[config.mk]
export PLATFORM = sky130hd
export DESIGN_NAME = wdog_itimer
export DESIGN_NICKNAME = d
export VERILOG_FILES = /design/src/rtl/wdog_pkg.sv /design/src/rtl/wdog_prescaler.sv /design/src/rtl/wdog_counter.sv /design/src/rtl/wdog_ctrl.sv /design/src/rtl/wdog_itimer.sv
export SDC_FILE = /design/constraint.sdc
export NUM_CORES = 1
export LEC_CHECK = 0
export BUFFER_PORTS_ARGS = -buffer_cell sky130_fd_sc_hd__buf_2
export CORE_MARGIN = 2
export CORE_UTILIZATION = 53
export DETAILED_ROUTE_END_ITERATION = 8
export PLACE_DENSITY = 0.89
export SYNTH_ARGS = -nofsm -noshare
export SYNTH_HDL_FRONTEND = slang
export SYNTH_SLANG_ARGS = --single-unit
[constraint.sdc]
create_clock -name clk -period 2 [get_ports clk]
set_input_delay 0.2 -clock clk [delete_from_list [all_inputs] [get_ports clk]]
set_output_delay 0.2 -clock clk [all_outputs]
set_load 0.05 [all_outputs]
[src/rtl/wdog_pkg.sv]
package wdog_pkg;
  localparam int unsigned CNT_W  = 8;
  localparam int unsigned DIV_W  = 8;
  localparam int unsigned RATE_W = 3;
  localparam logic [7:0]  KEY    = 8'hA5;

  typedef struct packed {
    logic              flag;
    logic              mode;
    logic              en;
    logic              resv;
    logic              route;
    logic [RATE_W-1:0] rate;
  } ctrl_view_t;

  function automatic logic [7:0] pack_ctrl(input logic flag, input logic mode,
                                           input logic en, input logic route,
                                           input logic [RATE_W-1:0] rate);
    ctrl_view_t v;
    v.flag  = flag;
    v.mode  = mode;
    v.en    = en;
    v.resv  = 1'b1;
    v.route = route;
    v.rate  = rate;
    return v;
  endfunction
endpackage

[src/rtl/wdog_prescaler.sv]
module wdog_prescaler #(
  parameter int unsigned DIV_W  = 8,
  parameter int unsigned RATE_W = 3
) (
  input  logic              clk,
  input  logic              rst_n,
  input  logic              run,
  input  logic [RATE_W-1:0] rate,
  output logic              tick
);
  logic [DIV_W-1:0] div_q;

  function automatic logic [DIV_W-1:0] rate_mask(input logic [RATE_W-1:0] r);
    return (DIV_W'(2) << r) - DIV_W'(1);
  endfunction

  assign tick = run && ((div_q & rate_mask(rate)) == rate_mask(rate));

  always_ff @(posedge clk or negedge rst_n) begin
    if (!rst_n)   div_q <= '0;
    else if (!run) div_q <= '0;
    else          div_q <= div_q + DIV_W'(1);
  end
endmodule

[src/rtl/wdog_counter.sv]
module wdog_counter #(
  parameter int unsigned CNT_W = 8
) (
  input  logic             clk,
  input  logic             rst_n,
  input  logic             run,
  input  logic             tick,
  input  logic             load,
  input  logic [CNT_W-1:0] load_val,
  output logic [CNT_W-1:0] count,
  output logic             wrap
);
  assign wrap = run && tick && !load && (&count);

  always_ff @(posedge clk or negedge rst_n) begin
    if (!rst_n)      count <= '0;
    else if (!run)   count <= '0;
    else if (load)   count <= load_val;
    else if (tick)   count <= count + CNT_W'(1);
  end
endmodule

[src/rtl/wdog_ctrl.sv]
module wdog_ctrl #(
  parameter int unsigned RATE_W = 3
) (
  input  logic              clk,
  input  logic              rst_n,
  input  logic              standby,
  input  logic              ctrl_wr,
  input  logic              ctrl_rd,
  input  logic [7:0]        wdata,
  input  logic              wrap,
  output logic              flag,
  output logic              mode,
  output logic              en,
  output logic              route,
  output logic [RATE_W-1:0] rate
);
  logic arm_q;
  logic rd_hit;
  logic clear_req;

  assign rd_hit    = ctrl_rd && flag;
  assign clear_req = ctrl_wr && !wdata[7] && arm_q;

  always_ff @(posedge clk or negedge rst_n) begin
    if (!rst_n) begin
      flag  <= 1'b0;
      mode  <= 1'b0;
      en    <= 1'b0;
      route <= 1'b0;
      rate  <= '0;
      arm_q <= 1'b0;
    end else if (standby) begin
      flag  <= 1'b0;
      mode  <= 1'b0;
      en    <= 1'b0;
      route <= 1'b0;
      arm_q <= 1'b0;
    end else begin
      if (ctrl_wr) begin
        mode  <= wdata[6];
        en    <= wdata[5];
        route <= wdata[3];
        rate  <= wdata[RATE_W-1:0];
      end
      if (wrap)           flag <= 1'b1;
      else if (clear_req) flag <= 1'b0;
      if (rd_hit)         arm_q <= 1'b1;
      else if (ctrl_wr)   arm_q <= 1'b0;
    end
  end
endmodule

[src/rtl/wdog_itimer.sv]
module wdog_itimer
  import wdog_pkg::*;
(
  input  logic        clk,
  input  logic        rst_n,
  input  logic        standby,
  input  logic        bus_addr,
  input  logic [15:0] bus_wdata,
  input  logic        bus_rd,
  input  logic        bus_wr,
  output logic [7:0]  bus_rdata,
  output logic        irq_interval,
  output logic        req_reset,
  output logic        req_nmi
);
  logic              wr_ok;
  logic              ctrl_wr;
  logic              ctrl_rd;
  logic              cnt_ld;
  logic              tick;
  logic              wrap_evt;
  logic              flag_q, mode_q, en_q, route_q;
  logic [RATE_W-1:0] rate_q;
  logic [CNT_W-1:0]  count_q;

  assign wr_ok   = bus_wr && (bus_wdata[15:8] == KEY) && !standby;
  assign ctrl_wr = wr_ok && !bus_addr;
  assign cnt_ld  = wr_ok && bus_addr;
  assign ctrl_rd = bus_rd && !bus_addr;

  wdog_ctrl #(.RATE_W(RATE_W)) u_ctrl (
    .clk(clk), .rst_n(rst_n), .standby(standby),
    .ctrl_wr(ctrl_wr), .ctrl_rd(ctrl_rd), .wdata(bus_wdata[7:0]),
    .wrap(wrap_evt), .flag(flag_q), .mode(mode_q), .en(en_q),
    .route(route_q), .rate(rate_q)
  );

  wdog_prescaler #(.DIV_W(DIV_W), .RATE_W(RATE_W)) u_pre (
    .clk(clk), .rst_n(rst_n), .run(en_q), .rate(rate_q), .tick(tick)
  );

  wdog_counter #(.CNT_W(CNT_W)) u_cnt (
    .clk(clk), .rst_n(rst_n), .run(en_q), .tick(tick),
    .load(cnt_ld), .load_val(bus_wdata[CNT_W-1:0]),
    .count(count_q), .wrap(wrap_evt)
  );

  assign bus_rdata = bus_addr ? count_q
                              : pack_ctrl(flag_q, mode_q, en_q, route_q, rate_q);

  always_ff @(posedge clk or negedge rst_n) begin
    if (!rst_n) begin
      irq_interval <= 1'b0;
      req_reset    <= 1'b0;
      req_nmi      <= 1'b0;
    end else begin
      irq_interval <= wrap_evt && !mode_q;
      req_reset    <= wrap_evt && mode_q && route_q;
      req_nmi      <= wrap_evt && mode_q && !route_q;
    end
  end
endmodule

; After elaboration in Yosys (flattened, before gate mapping)
; Cells that the tools add are included.
[word_totals]
reg_bits = 27
elab_cells = 64
in_bits = 22
[classes]
n_reduce_logical = 27
shift = 1
n_mux = 17
n_bitwise = 2
eq_ne = 3
add_sub_neg = 3
[ops]
columns = op, n
row1 = two-way mux 8 bit, 5
row2 = "adder 8 x 1 -> 8 bit, second input constant", 2
row3 = logical AND 1 bit, 16
row4 = two-way mux 1 bit, 12
row5 = AND 8 bit, 1
row6 = equality test 8 bit, 1
row7 = "equality test 8 bit, second input constant", 1
row8 = AND reduction 8 bit, 1
row9 = "left shift 2 x 3 -> 8 bit, first input constant", 1
row10 = "subtractor 8 x 2 -> 8 bit, second input constant", 1
row11 = logical NOT 1 bit, 6
row12 = nonzero test 3 bit, 2
row13 = "inequality test 3 x 1 -> 1 bit, second input constant", 1
row14 = AND reduction 2 bit, 1
row15 = nonzero test 2 bit, 1
row16 = NOT 1 bit, 1

; Longest topological paths before layout
[depth]
depth_word = 10
depth_mapped = 6

; Cells and area by module
; From an unflattened synthesis, not the netlist that was laid out.
[unflattened]
cells_unflattened = 148
area_unflattened_um2 = 1537.7
[modules_own_cells]
columns = module, seq_area_each_um2, instances, area_per_inst_um2, cells_per_inst
row1 = wdog_prescaler, 200.2, 1, 486.7, 50
row2 = wdog_counter, 200.2, 1, 456.7, 50
row3 = wdog_ctrl, 200.2, 1, 345.3, 25
row4 = wdog_itimer, 75.1, 1, 249.0, 23

; Worst setup path after synthesis
; OpenSTA, ideal clock, no wires.
[synth_path]
path_kind = input-to-output
start = input port bus_addr
end = output port bus_rdata[1]
path_buffers = 1
stages = 2
arrival_ns = 1.528
path_slack_ns = 0.272
required_ns = 1.800
cell_sequence = clkbuf_1 o21ai_0
[synth_between]
elab_chain_cells = 1
[synth_rtl]
columns = item, line
row1 = start: declaration, wdog_itimer.sv:7  ; input logic bus_addr,
row2 = two-way mux 8 bit, wdog_itimer.sv:48  ; assign bus_rdata = bus_addr ? count_q
row3 = end: declaration, wdog_itimer.sv:11  ; output logic [7:0] bus_rdata,
; No other way between the ends.

; Worst setup path after layout
[layout_path]
start = register u_ctrl.rate[0]
end = register req_nmi
[layout_between]
elab_chain_cells = 10
[layout_rtl]
columns = item, line
row1 = start: declaration, wdog_ctrl.sv:15  ; output logic [RATE_W-1:0] rate
row2 = start signal: assignment, wdog_ctrl.sv:43  ; rate <= wdata[RATE_W-1:0];
row3 = left shift 2 x 3 -> 8 bit (*), wdog_prescaler.sv:14  ; return (DIV_W'(2) << r) - DIV_W'(1);
row4 = subtractor 8 x 2 -> 8 bit (*), wdog_prescaler.sv:14
row5 = AND 8 bit, wdog_prescaler.sv:17  ; assign tick = run && ((div_q & rate_mask(rate)) == rate_mask(rate));
row6 = equality test 8 bit (*), wdog_prescaler.sv:17
row7 = logical AND 1 bit (*), wdog_prescaler.sv:17
row8 = logical AND 1 bit (*) (3 in series), wdog_counter.sv:13  ; assign wrap = run && tick && !load && (&count);
row9 = logical AND 1 bit (*) (2 in series), wdog_itimer.sv:59  ; req_nmi <= wrap_evt && mode_q && !route_q;
row10 = end signal: assignment, wdog_itimer.sv:59
row11 = end: declaration, wdog_itimer.sv:14  ; output logic req_nmi
; Mark *: on every way between the ends. The rest lies on a longest branch, timed or not.
; A chain may end at the register's enable or synchronous reset.

==> impl_metrics.tcl <==
set metrics [dict create \
    synth_edf_count 0 \
    cp_slowest_cell "or4b_4" \
    maxCapViolCount 0 \
    htree_levels 1 \
    area_growth_pct 15.9 \
    syn_area_per_cell_um2 9.68 \
    hold-path-cell-count 2 \
    clock-root-buffer "clkbuf_4" \
    fin_skew_ns 0.0105 \
    gp_congestion 0.838 \
    io_buffers 32 \
    worstPathArrival_ns 2.14 \
    ant_nets 0 \
    grt_overflow 0 \
    syn_area_um2 1510 \
    synth_async_sr_flop_share 1.00 \
    grt_pass1_wl_mm 5.60 \
    period_share 0.940 \
    yosysSeqAreaShare 0.447 \
    first_global_vias 1238 \
    mostFrequentLayoutCells "buf_2 (32), dfrtp_1 (27), o21ai_0 (15), nand3_1 (12), nand2_1 (11)" \
    grt_max_degree 28 \
    p_leak_uw 0.000836 \
    avgViaCountPerCell 6.07 \
    dr.pass1.iters 4 \
    synth_ff_type "dfrtp_1" \
    path_max_fanout 17 \
    final_common_cell "buf_2" \
    antenna_cells 0 \
    fin_nets 216 \
    drv_slew 0 \
    numClockSinks 27 \
    start_util 0.552 \
    cts_resized 0 \
    period_minus_slack_ns 1.88 \
    r2r_cells 5 \
    finalHoldViolCount 0 \
    cp-end-kind "register" \
    rows 19 \
    ys_seq_elements 27 \
    ir_drop_v 0.000330 \
    synth_cell_type_count 38 \
    rsz0062_at_grt "false" \
    status "finished, final reports clean" \
    power.density_nw_per_um2 486 \
    cts_tree "built" \
    dpl.hpwl_mm 2.57 \
    synth_warnings 0 \
    die_w_um 57.4 \
    synthCells 156 \
    dieArea_um2 3290 \
    setup_viol 0 \
    hp-class "input pin to register" \
    die_h_um 57.4 \
    cts_made_buffers 3 \
    synth_nets 180 \
    core_area_um2 2730 \
    critPathKind "register to register" \
    drt-initial-drc-count 77 \
    cts_buffer_depth 2 \
    vias 1347 \
    startpoint_type "register" \
    worst-slew-pin-transition_ns 0.595 \
    drc 0 \
    setup_tns_ns 0 \
    required_ns 2.26 \
    fmax_ghz 0.532 \
    routedWlPerCell_um 15.3 \
    drive_gt1_frac 0.272 \
    maxSlewHeadroom 0.604 \
    max_stage_delay_ns 0.58 \
    cp_cell_sequence "o21bai_1, o2111ai_1, o22a_2, or4b_4, nor3b_2" \
    finalWirelength_mm 3.40 \
    cts.clk_slew.worst_paths_ns 0.15 \
    clk_latency_ns 0.32 \
    grt.total_usage 0.214 \
    ioPinCount 33 \
    power_uw 851 \
    grt_antenna_before_repair 0 \
]
-- kinds of logic after synthesis --
group / count (synthesis) / synth area share
simple gates: 66 / 0.263
xor+xnor: 6 / 0.0348
fa+ha+maj: 2 / 0.0166
flops: 27 / 0.447
compound gates: 37 / 0.152
buf+inv: 10 / 0.0265
mux: 8 / 0.0597
-- what timing repair did --
item                      4_1_cts  5_1_grt
setup buffers                   0        0
hold buffers                    1        0
hold endpoints to repair       27        0
-- state kept, by name, indices dropped and copies added, names as in the netlist --
register,flops
u_ctrl.route,1
irq_interval,1
u_ctrl.mode,1
u_ctrl.en,1
u_ctrl.arm_q,1
u_ctrl.rate,3
u_ctrl.flag,1
req_nmi,1
req_reset,1
u_cnt.count,8
u_pre.div_q,8
-- power by group --
| group | switching, uW | leakage [uW] | internal [uW] | total, uW |
|---|---|---|---|---|
| logic | 40.2 | 0.000449 | 25.8 | 66.0 |
| clock network | 159 | 0.0000150 | 78.0 | 237 |
| registers | 1.61 | 0.000372 | 547 | 549 |
| total | 200 | 0.000836 | 651 | 851 |
-- worst paths after layout --
kind,start,end,slack (ns)
min in group asynchronous,rst_n,u_cnt.count[7],0.41
worst min register to register,u_ctrl.mode,irq_interval,0.51
worst min-delay path,standby,u_ctrl.flag,0.08
worst max register to register,u_ctrl.rate[0],req_nmi,0.12
worst max-delay path,u_ctrl.rate[0],req_nmi,0.12
max in group asynchronous,rst_n,u_pre.div_q[5],1.19
-- area by class of cell --
cell class / count / area [um2]
repair buffers: 37 / 200
flip-flops and latches: 27 / 676
fillers: 219 / 983
inverters: 4 / 15.0
well taps: 31 / 38.8
multi-input cells: 119 / 795
clock buffers: 4 / 26.3
-- metal layers --
| metal | share of wire | vias up | global-route usage |
|---|---|---|---|
| li1 | - | 641 | - |
| met1 | 0.43 | 649 | 0.288 |
| met2 | 0.50 | 51 | 0.347 |
| met3 | 0.056 | 6 | 0.0272 |
| met4 | 0.014 | 0 | 0.0897 |
| met5 | 0 | - | 0 |
-- Yosys cell counts (4+ instances only) --
cell type	n	area, um2
nor2_1	5	18.8
or4_1	4	30.0
xnor2_1	4	35.0
and2_1	8	50.1
clkbuf_1	4	15.0
inv_1	4	15.0
nand2b_1	4	25.0
o21ai_0	15	75.1
and3_1	5	31.3
mux2_2	8	90.1
nand3_1	12	60.1
nand2_1	11	41.3
a21oi_1	5	25.0
dfrtp_1	27	676
a31oi_1	5	31.3
o31ai_1	4	30.0
-- metrics by stage --
step | setup slack [ns] | instance area, um2 | util | instances | hold WS [ns]
2_1_floorplan | 0.272 | 1510 | - | 156 | -0.0956
3_3_place_gp | 0.217 | 1710 | 0.627 | 217 | 0.228
3_5_place_dp | 0.142 | 1710 | 0.627 | 217 | 0.241
4_1_cts | 0.114 | 1750 | 0.640 | 222 | 0.0785
5_1_grt | 0.0292 | 1750 | 0.640 | 222 | 0.0835
6_report | 0.120 | 1750 | 0.640 | 222 | 0.0825
-- critical path, delay by kind of cell (launching register included) --
kind             cells  cell delay [ns]
AND/OR/NAND/NOR      2             0.74
AO/OA/AOI/OAI        3             0.63
flip-flops           1             0.47
Power figures use the tool's default switching activity.
